File: src/rtl/irq_route_pkg.sv
package irq_route_pkg;
    localparam logic [7:0]  OFF_SEL   = 8'h00;
    localparam logic [7:0]  OFF_WIN   = 8'h10;
    localparam logic [7:0]  OFF_EOI   = 8'h40;
    localparam logic [7:0]  IDX_ID    = 8'h00;
    localparam logic [7:0]  IDX_VER   = 8'h01;
    localparam logic [7:0]  TBL_BASE  = 8'h10;
    localparam int          ID_LSB    = 24;
    localparam int          ID_W      = 4;
    localparam int          MAXENT_LSB = 16;
    localparam int          BIT_DLV   = 12;
    localparam int          BIT_RIRR  = 14;
    localparam int          BIT_TRIG  = 15;
    localparam int          BIT_MASK  = 16;
    localparam logic [63:0] RW_BITS   = 64'hFFFF_0000_0001_AFFF;
    localparam logic [63:0] RO_BITS   = (64'd1 << BIT_DLV) | (64'd1 << BIT_RIRR);
    localparam logic [63:0] ENT_RESET = 64'd1 << BIT_MASK;

    typedef enum logic [0:0] {
        ACC_IDLE  = 1'b0,
        ACC_RDATA = 1'b1
    } acc_state_t;
endpackage

File: src/rtl/irq_route_entry.sv
module irq_route_entry
    import irq_route_pkg::*;
(
    input  logic        clk,
    input  logic        rst_n,
    input  logic        wr_lo,
    input  logic        wr_hi,
    input  logic [31:0] wdata,
    input  logic        rirr_set,
    input  logic        dlv_stat,
    input  logic        eoi_hit,
    input  logic [7:0]  eoi_vec,
    output logic [63:0] ent
);
    logic [63:0] ent_q;
    logic [63:0] staged;
    logic [63:0] merged;
    logic [63:0] ent_d;

    always_comb begin
        staged = ent_q;
        if (wr_lo) staged[31:0]  = wdata;
        if (wr_hi) staged[63:32] = wdata;
        merged = ent_q;
        if (wr_lo || wr_hi) begin
            merged = (staged & RW_BITS) | (ent_q & RO_BITS);
            if (!merged[BIT_TRIG]) merged[BIT_RIRR] = 1'b0;
        end
        ent_d = merged;
        ent_d[BIT_DLV] = dlv_stat;
        if (eoi_hit && (ent_q[7:0] == eoi_vec)) ent_d[BIT_RIRR] = 1'b0;
        if (rirr_set && merged[BIT_TRIG]) ent_d[BIT_RIRR] = 1'b1;
    end

    always_ff @(posedge clk) begin
        if (!rst_n) ent_q <= ENT_RESET;
        else        ent_q <= ent_d;
    end

    assign ent = ent_q;
endmodule

File: src/rtl/irq_route_acc.sv
module irq_route_acc
    import irq_route_pkg::*;
(
    input  logic        clk,
    input  logic        rst_n,
    input  logic        rd_req,
    input  logic [31:0] rd_word,
    output logic        rvalid,
    output logic [31:0] rdata
);
    acc_state_t state_q, state_d;
    logic [31:0] rdata_q;

    always_comb begin
        state_d = state_q;
        unique case (state_q)
            ACC_IDLE:  state_d = rd_req ? ACC_RDATA : ACC_IDLE;
            ACC_RDATA: state_d = rd_req ? ACC_RDATA : ACC_IDLE;
            default:   state_d = ACC_IDLE;
        endcase
    end

    always_ff @(posedge clk) begin
        if (!rst_n) state_q <= ACC_IDLE;
        else        state_q <= state_d;
    end

    always_ff @(posedge clk) begin
        if (!rst_n)      rdata_q <= '0;
        else if (rd_req) rdata_q <= rd_word;
    end

    assign rvalid = (state_q == ACC_RDATA);
    assign rdata  = rdata_q;
endmodule

File: src/rtl/irq_route_regfile.sv
module irq_route_regfile
    import irq_route_pkg::*;
#(
    parameter int         NPINS   = 24,
    parameter logic [7:0] VERSION = 8'h20
) (
    input  logic               clk,
    input  logic               rst_n,
    input  logic               bus_valid,
    input  logic               bus_write,
    input  logic               bus_full,
    input  logic [7:0]         bus_addr,
    input  logic [31:0]        bus_wdata,
    output logic [31:0]        bus_rdata,
    output logic               bus_rvalid,
    input  logic [NPINS-1:0]   rirr_set,
    input  logic [NPINS-1:0]   dlv_stat,
    output logic [NPINS*64-1:0] tbl_flat,
    output logic               eoi_valid,
    output logic [7:0]         eoi_vector
);
    localparam logic [7:0]  LAST_ENT = 8'(NPINS - 1);
    localparam logic [31:0] VER_WORD = (32'(LAST_ENT) << MAXENT_LSB) | 32'(VERSION);
    localparam bit          HAS_EOI  = (VERSION == 8'h20);

    logic [7:0]      sel_q;
    logic [ID_W-1:0] id_q;
    logic            eoi_valid_q;
    logic [7:0]      eoi_vec_q;
    logic [63:0]     ent_w [NPINS];

    logic       wr, rd, win_wr, eoi_ok;
    logic       is_tbl, ent_ok, half_hi;
    logic [7:0] ent_idx;
    logic [31:0] rd_word;
    logic [63:0] ent_pick;

    assign wr      = bus_valid && bus_write;
    assign rd      = bus_valid && !bus_write;
    assign win_wr  = wr && (bus_addr == OFF_WIN);
    assign eoi_ok  = HAS_EOI && wr && bus_full && (bus_addr == OFF_EOI);
    assign is_tbl  = (sel_q >= TBL_BASE);
    assign ent_idx = 8'(sel_q - TBL_BASE) >> 1;
    assign ent_ok  = is_tbl && (ent_idx <= LAST_ENT);
    assign half_hi = sel_q[0];

    always_ff @(posedge clk) begin
        if (!rst_n) begin
            sel_q <= '0;
            id_q  <= '0;
        end else begin
            if (wr && (bus_addr == OFF_SEL)) sel_q <= bus_wdata[7:0];
            if (win_wr && (sel_q == IDX_ID)) id_q <= bus_wdata[ID_LSB +: ID_W];
        end
    end

    always_ff @(posedge clk) begin
        if (!rst_n) begin
            eoi_valid_q <= 1'b0;
            eoi_vec_q   <= '0;
        end else begin
            eoi_valid_q <= eoi_ok;
            if (eoi_ok) eoi_vec_q <= bus_wdata[7:0];
        end
    end

    for (genvar k = 0; k < NPINS; k++) begin : g_ent
        logic hit;
        assign hit = win_wr && ent_ok && (ent_idx == 8'(k));
        irq_route_entry u_ent (
            .clk      (clk),
            .rst_n    (rst_n),
            .wr_lo    (hit && !half_hi),
            .wr_hi    (hit && half_hi),
            .wdata    (bus_wdata),
            .rirr_set (rirr_set[k]),
            .dlv_stat (dlv_stat[k]),
            .eoi_hit  (eoi_ok),
            .eoi_vec  (bus_wdata[7:0]),
            .ent      (ent_w[k])
        );
        assign tbl_flat[64*k +: 64] = ent_w[k];
    end

    always_comb begin
        ent_pick = '0;
        for (int k = 0; k < NPINS; k++) begin
            if (ent_idx == 8'(k)) ent_pick = ent_w[k];
        end
    end

    always_comb begin
        rd_word = '0;
        if (bus_addr == OFF_SEL) begin
            rd_word = {24'd0, sel_q};
        end else if (bus_addr == OFF_WIN) begin
            if (sel_q == IDX_ID)       rd_word = 32'(id_q) << ID_LSB;
            else if (sel_q == IDX_VER) rd_word = VER_WORD;
            else if (ent_ok)           rd_word = half_hi ? ent_pick[63:32] : ent_pick[31:0];
        end
    end

    irq_route_acc u_acc (
        .clk     (clk),
        .rst_n   (rst_n),
        .rd_req  (rd),
        .rd_word (rd_word),
        .rvalid  (bus_rvalid),
        .rdata   (bus_rdata)
    );

    assign eoi_valid  = eoi_valid_q;
    assign eoi_vector = eoi_vec_q;
endmodule

File: config.mk
export PLATFORM = sky130hd
export DESIGN_NAME = irq_route_regfile
export DESIGN_NICKNAME = d
export VERILOG_FILES = /design/src/rtl/irq_route_pkg.sv /design/src/rtl/irq_route_entry.sv /design/src/rtl/irq_route_acc.sv /design/src/rtl/irq_route_regfile.sv
export SDC_FILE = /design/constraint.sdc
export NUM_CORES = 2
export LEC_CHECK = 0
export BUFFER_PORTS_ARGS = -buffer_cell sky130_fd_sc_hd__buf_2
export CAP_MARGIN = 40
export CORE_AREA = 2 2 657 659
export DETAILED_ROUTE_END_ITERATION = 8
export DIE_AREA = 0 0 659 661
export HOLD_SLACK_MARGIN = 0.08
export PLACE_DENSITY_LB_ADDON = 0.12
export SLEW_MARGIN = 20
export SYNTH_ARGS = -nofsm -noshare
export SYNTH_HDL_FRONTEND = slang
export SYNTH_SLANG_ARGS = --single-unit
File: constraint.sdc
create_clock -name clk -period 4.3 [get_ports clk]
set_input_delay 0.645 -clock clk [delete_from_list [all_inputs] [get_ports clk]]
set_output_delay 0.645 -clock clk [all_outputs]
set_load 0.005 [all_outputs]
==> metrics.md <==
| Metric | Value |
|---|---|
| Combined area of all synthesized cells | 0.0442 mm^2 |
| Register-to-Register Setup Slack | 0.30 ns |
| Wire length of the first global-routing pass | 455,000 um |
| Initial antenna violation count | 28 |
| Final Hold Fails | 0 |
| Count of non-filler cells in the finished layout | 12,000 |
| Startpoint kind of the worst setup timing path | register |
| F_max | 250 MHz |
| Portion of the clock cycle consumed by the worst path in the final layout | 93.0% |
| Final core utilization | 13.9% |
| Via count of the first global-routing pass | 40,300 |
| Capturing point of the worst reg2reg path | g_ent[3].u_ent.ent[14]$_SDFFE_PN0P_ |
| Area of the die | 0.436 mm^2 |
| Total power divided by cell area | 340 mW/mm^2 |
| Starting Density | 10.3% |
| Yosys Warn Count | 0 |
| Highest fanout seen on the critical path | 42 |
| Share of layout cells above drive strength 1 | 27.9% |
| Synth-to-Final Area Change | 34.4% |
| Cell with the most instances after synthesis | sky130_fd_sc_hd__dfxtp_1 |
| Deepest clock path buffer count | 4 |
| Chip Height | 661 um |
| List of most frequent post-synthesis cells | sky130_fd_sc_hd__dfxtp_1 (846), sky130_fd_sc_hd__buf_4 (755), sky130_fd_sc_hd__nand2_1 (650) |
| Total number of vias | 42,000 |
| Global-route usage over all layers | 16.0% |
| EDFF count, synth | 0 |
| Run status | complete, no violations |
| Global placement routability congestion | 0.790 |
| H-tree levels | 4 |
| Core box area | 0.429 mm^2 |
| TNS Setup | 0 ns |
| Sum of overflow across all layers after global routing | 0 |
| Clock latency at the later pin of the worst-skew pair | 0.85 ns |
| Yosys reg bits | 846 |
| Hold depth | 3 |
| Number of distinct library cells after synthesis | 92 |
| Number of design rule violations left after detail routing | 0 |
| Clock tree from TritonCTS | yes |
| Post-placement setup slack | 0.292 ns |
| 1st-pass router iterations | 6 |
| Leading area contributor after synthesis | sky130_fd_sc_hd__dfxtp_1 |
| Cell count after placement | 11,700 |
| Buffers on Ports | 924 |
| Critical Path End Type | register |
| Minimum setup slack in the final design | 0.300 ns |
| Count of mapped cells out of synthesis | 5,226 |
| Max-slew violations | 0 |
| Setup repair after global routing missed its margin | no |
| Total of max-cap violations | 0 |
| Hold Crit Start | rirr_set[21] |
| Final nets | 6,303 |
| Setup violators final | 0 |
| Register area share after synthesis | 38.3% |
| Minimum period implied by the final worst setup slack | 4.00 ns |
| Async set-reset flop share out of synthesis | 0% |
| Chip Width | 659 um |
| Post-DRT Antenna Nets | 0 |
| Worst slew pin tran | 0.898 ns |
| Via density | 3.49 |
| Final routed wirelength across all metal layers | 364,000 um |
| CP Data Required Time | 5.01 ns |
| Avg Inst Size Synth | 8.46 um^2 |
| Detailed-route wire length per cell | 30.3 um |
| Number of clock buffers inserted by TritonCTS | 135 |
| I/O pin cnt | 1,671 |
| Leak | 24.8 nW |
| Clock slew at the register clock pins of the worst setup and hold paths | 0.05 ns |
| Fraction of post-synthesis cell area in the top cell type by area | 38.3% |
| Clock Skews | 0.0488 ns |
| Worst IR Drop VDD | 224 uV |
| Number of cell instances on the worst register-to-register path | 11 |
| Detailed router's first-iteration violation count | 2,982 |
| Worst hold path class | in2reg |
| Largest net degree at the start of global routing | 140 |
| Primary FF master, synth | sky130_fd_sc_hd__dfxtp_1 |
| Arr. time, crit path | 4.71 ns |
| Worst reg2reg path startpoint | sel_q[5]$_SDFFE_PN0P_ |
| CTS Root Cell | sky130_fd_sc_hd__clkbuf_16 |
| Kind of critical path | reg2reg |
| Site Rows | 241 |
| Relative max-transition margin | 38.6% |
| Number of sinks on the clock net | 846 |
| Terminating pin of the worst hold path | g_ent[21].u_ent.ent[14]$_SDFFE_PN0P_ |
| Total half-perimeter wirelength after legalization and detailed placement | 292,000 um |
| Top cells by area in the synthesized netlist | sky130_fd_sc_hd__dfxtp_1 (38%), sky130_fd_sc_hd__buf_4 (13%), sky130_fd_sc_hd__nand2_1 (5.5%), sky130_fd_sc_hd__nand3_1 (4.0%), sky130_fd_sc_hd__mux2i_1 (3.9%) |
[cell families after synthesis]
kind of cell               synth area share (%)
and+or+nand+nor                            16.0
buffers and inverters                      17.2
AOI/OAI and AO/OA                          16.4
DFF                                        38.3
muxes                                      8.14
xor gates and xnor gates                   3.86
adders and majority gates                0.0849
other                                   0.00848
[per-layer routing]
| layer | part of all wire, % | track usage (%) | routed length, um | vias up |
|---|---|---|---|---|
| met5 | 0.013 | 0 | 49 | - |
| met4 | 3.0 | 4.52 | 10800 | 8 |
| met3 | 7.0 | 4.42 | 25500 | 287 |
| met2 | 55 | 31.2 | 199000 | 1657 |
| met1 | 35 | 16.4 | 128000 | 21200 |
| li1 | - | - | - | 18800 |
[through the flow]
stage          hold slack (ns)  total power [mW]  instance area (um^2)
2_1_floorplan            0.448              9.01                 47000
3_3_place_gp             0.443              9.00                 54000
3_5_place_dp             0.448              9.03                 54400
4_1_cts                 0.0895              20.7                 59300
5_1_grt                  0.129              20.9                 59400
6_report                 0.192              20.2                 59400
[worst max-delay path by stage]
stage | start | depth (start not counted) | to | slack, ns
floorplan | sel_q[4]$_SDFFE_PN0P_ | 12 | g_ent[17].u_ent.ent[14]$_SDFFE_PN0P_ | 1.43
global placement | sel_q[5]$_SDFFE_PN0P_ | 9 | u_acc.rdata[16]$_SDFFE_PN0P_ | -0.16
detailed placement | sel_q[5]$_SDFFE_PN0P_ | 10 | g_ent[0].u_ent.ent[14]$_SDFFE_PN0P_ | 0.29
CTS | sel_q[5]$_SDFFE_PN0P_ | 10 | g_ent[0].u_ent.ent[14]$_SDFFE_PN0P_ | 0.31
global route | sel_q[5]$_SDFFE_PN0P_ | 11 | g_ent[16].u_ent.ent[14]$_SDFFE_PN0P_ | 0.15
finish | sel_q[5]$_SDFFE_PN0P_ | 11 | g_ent[3].u_ent.ent[14]$_SDFFE_PN0P_ | 0.30
[report_power, final]
part / internal [mW] / switching, mW / leakage (nW)
combinational: 0.231 / 0.789 / 15.9
clock: 6.65 / 4.63 / 2.11
sequential: 7.86 / 0.0255 / 6.82
[what timing repair did]
item / 4_1_cts / 5_1_grt
hold buffers: 57 / 0
hold endpoints to repair: 61 / 0
buffers inserted: 0 / 0
resized for setup: 0 / 0
[placed cells by master, fill, tap and decap left out, types with 11 or more instances in the layout]
cell	Yosys	layout
sky130_fd_sc_hd__buf_12	0	36
sky130_fd_sc_hd__a21oi_1	319	319
sky130_fd_sc_hd__nand4_1	39	39
sky130_fd_sc_hd__mux2i_1	172	172
sky130_fd_sc_hd__o22ai_1	67	65
sky130_fd_sc_hd__and2_1	31	29
sky130_fd_sc_hd__clkbuf_1	294	33
sky130_fd_sc_hd__buf_2	101	919
sky130_fd_sc_hd__a221o_1	17	17
sky130_fd_sc_hd__a221oi_1	69	64
sky130_fd_sc_hd__xor2_1	185	185
sky130_fd_sc_hd__conb_1	1	744
sky130_fd_sc_hd__a22oi_1	84	84
sky130_fd_sc_hd__dfxtp_1	846	844
sky130_fd_sc_hd__clkbuf_16	0	139
sky130_fd_sc_hd__mux4_2	58	58
sky130_fd_sc_hd__a222oi_1	11	11
sky130_fd_sc_hd__clkinv_2	0	14
sky130_fd_sc_hd__and3_1	15	14
sky130_fd_sc_hd__nand3_1	357	357
sky130_fd_sc_hd__dlygate4sd3_1	0	57
sky130_fd_sc_hd__mux2_2	51	51
sky130_fd_sc_hd__a2111oi_0	17	16
sky130_fd_sc_hd__a31o_2	111	111
sky130_fd_sc_hd__nor2_1	327	320
sky130_fd_sc_hd__nand2_1	650	635
sky130_fd_sc_hd__nand2_2	1	16
sky130_fd_sc_hd__buf_4	755	275
sky130_fd_sc_hd__diode_2	0	13
sky130_fd_sc_hd__nor3_1	13	13
sky130_fd_sc_hd__a211oi_1	35	31
sky130_fd_sc_hd__nor4_1	50	49
sky130_fd_sc_hd__o21ai_0	316	316
sky130_fd_sc_hd__clkbuf_8	0	25
[critical path, stage by stage, from the launching register on]
cell and delay (ns):
sky130_fd_sc_hd__dfxtp_1 0.45, sky130_fd_sc_hd__inv_1 0.10, sky130_fd_sc_hd__ha_1 0.32, sky130_fd_sc_hd__or2_0 0.27, sky130_fd_sc_hd__o21a_1 0.36, sky130_fd_sc_hd__buf_4 0.25, sky130_fd_sc_hd__o21ai_4 0.25, sky130_fd_sc_hd__a21o_4 0.35
sky130_fd_sc_hd__buf_12 0.26, sky130_fd_sc_hd__nand3_4 0.56, sky130_fd_sc_hd__mux2i_1 0.36, sky130_fd_sc_hd__o22ai_1 0.11
[cell type report]
type | instances | area, um^2
fillers | 49100 | 370000
inverters | 10 | 45.0
well taps | 5710 | 7140
clock buffers | 197 | 3950
multi-input cells | 3911 | 22700
flip-flops and latches | 846 | 16900
diodes | 13 | 32.5
clock inverters | 31 | 348
repair buffers | 1303 | 8280
Note: power is estimated with default switching activity, not from simulation.
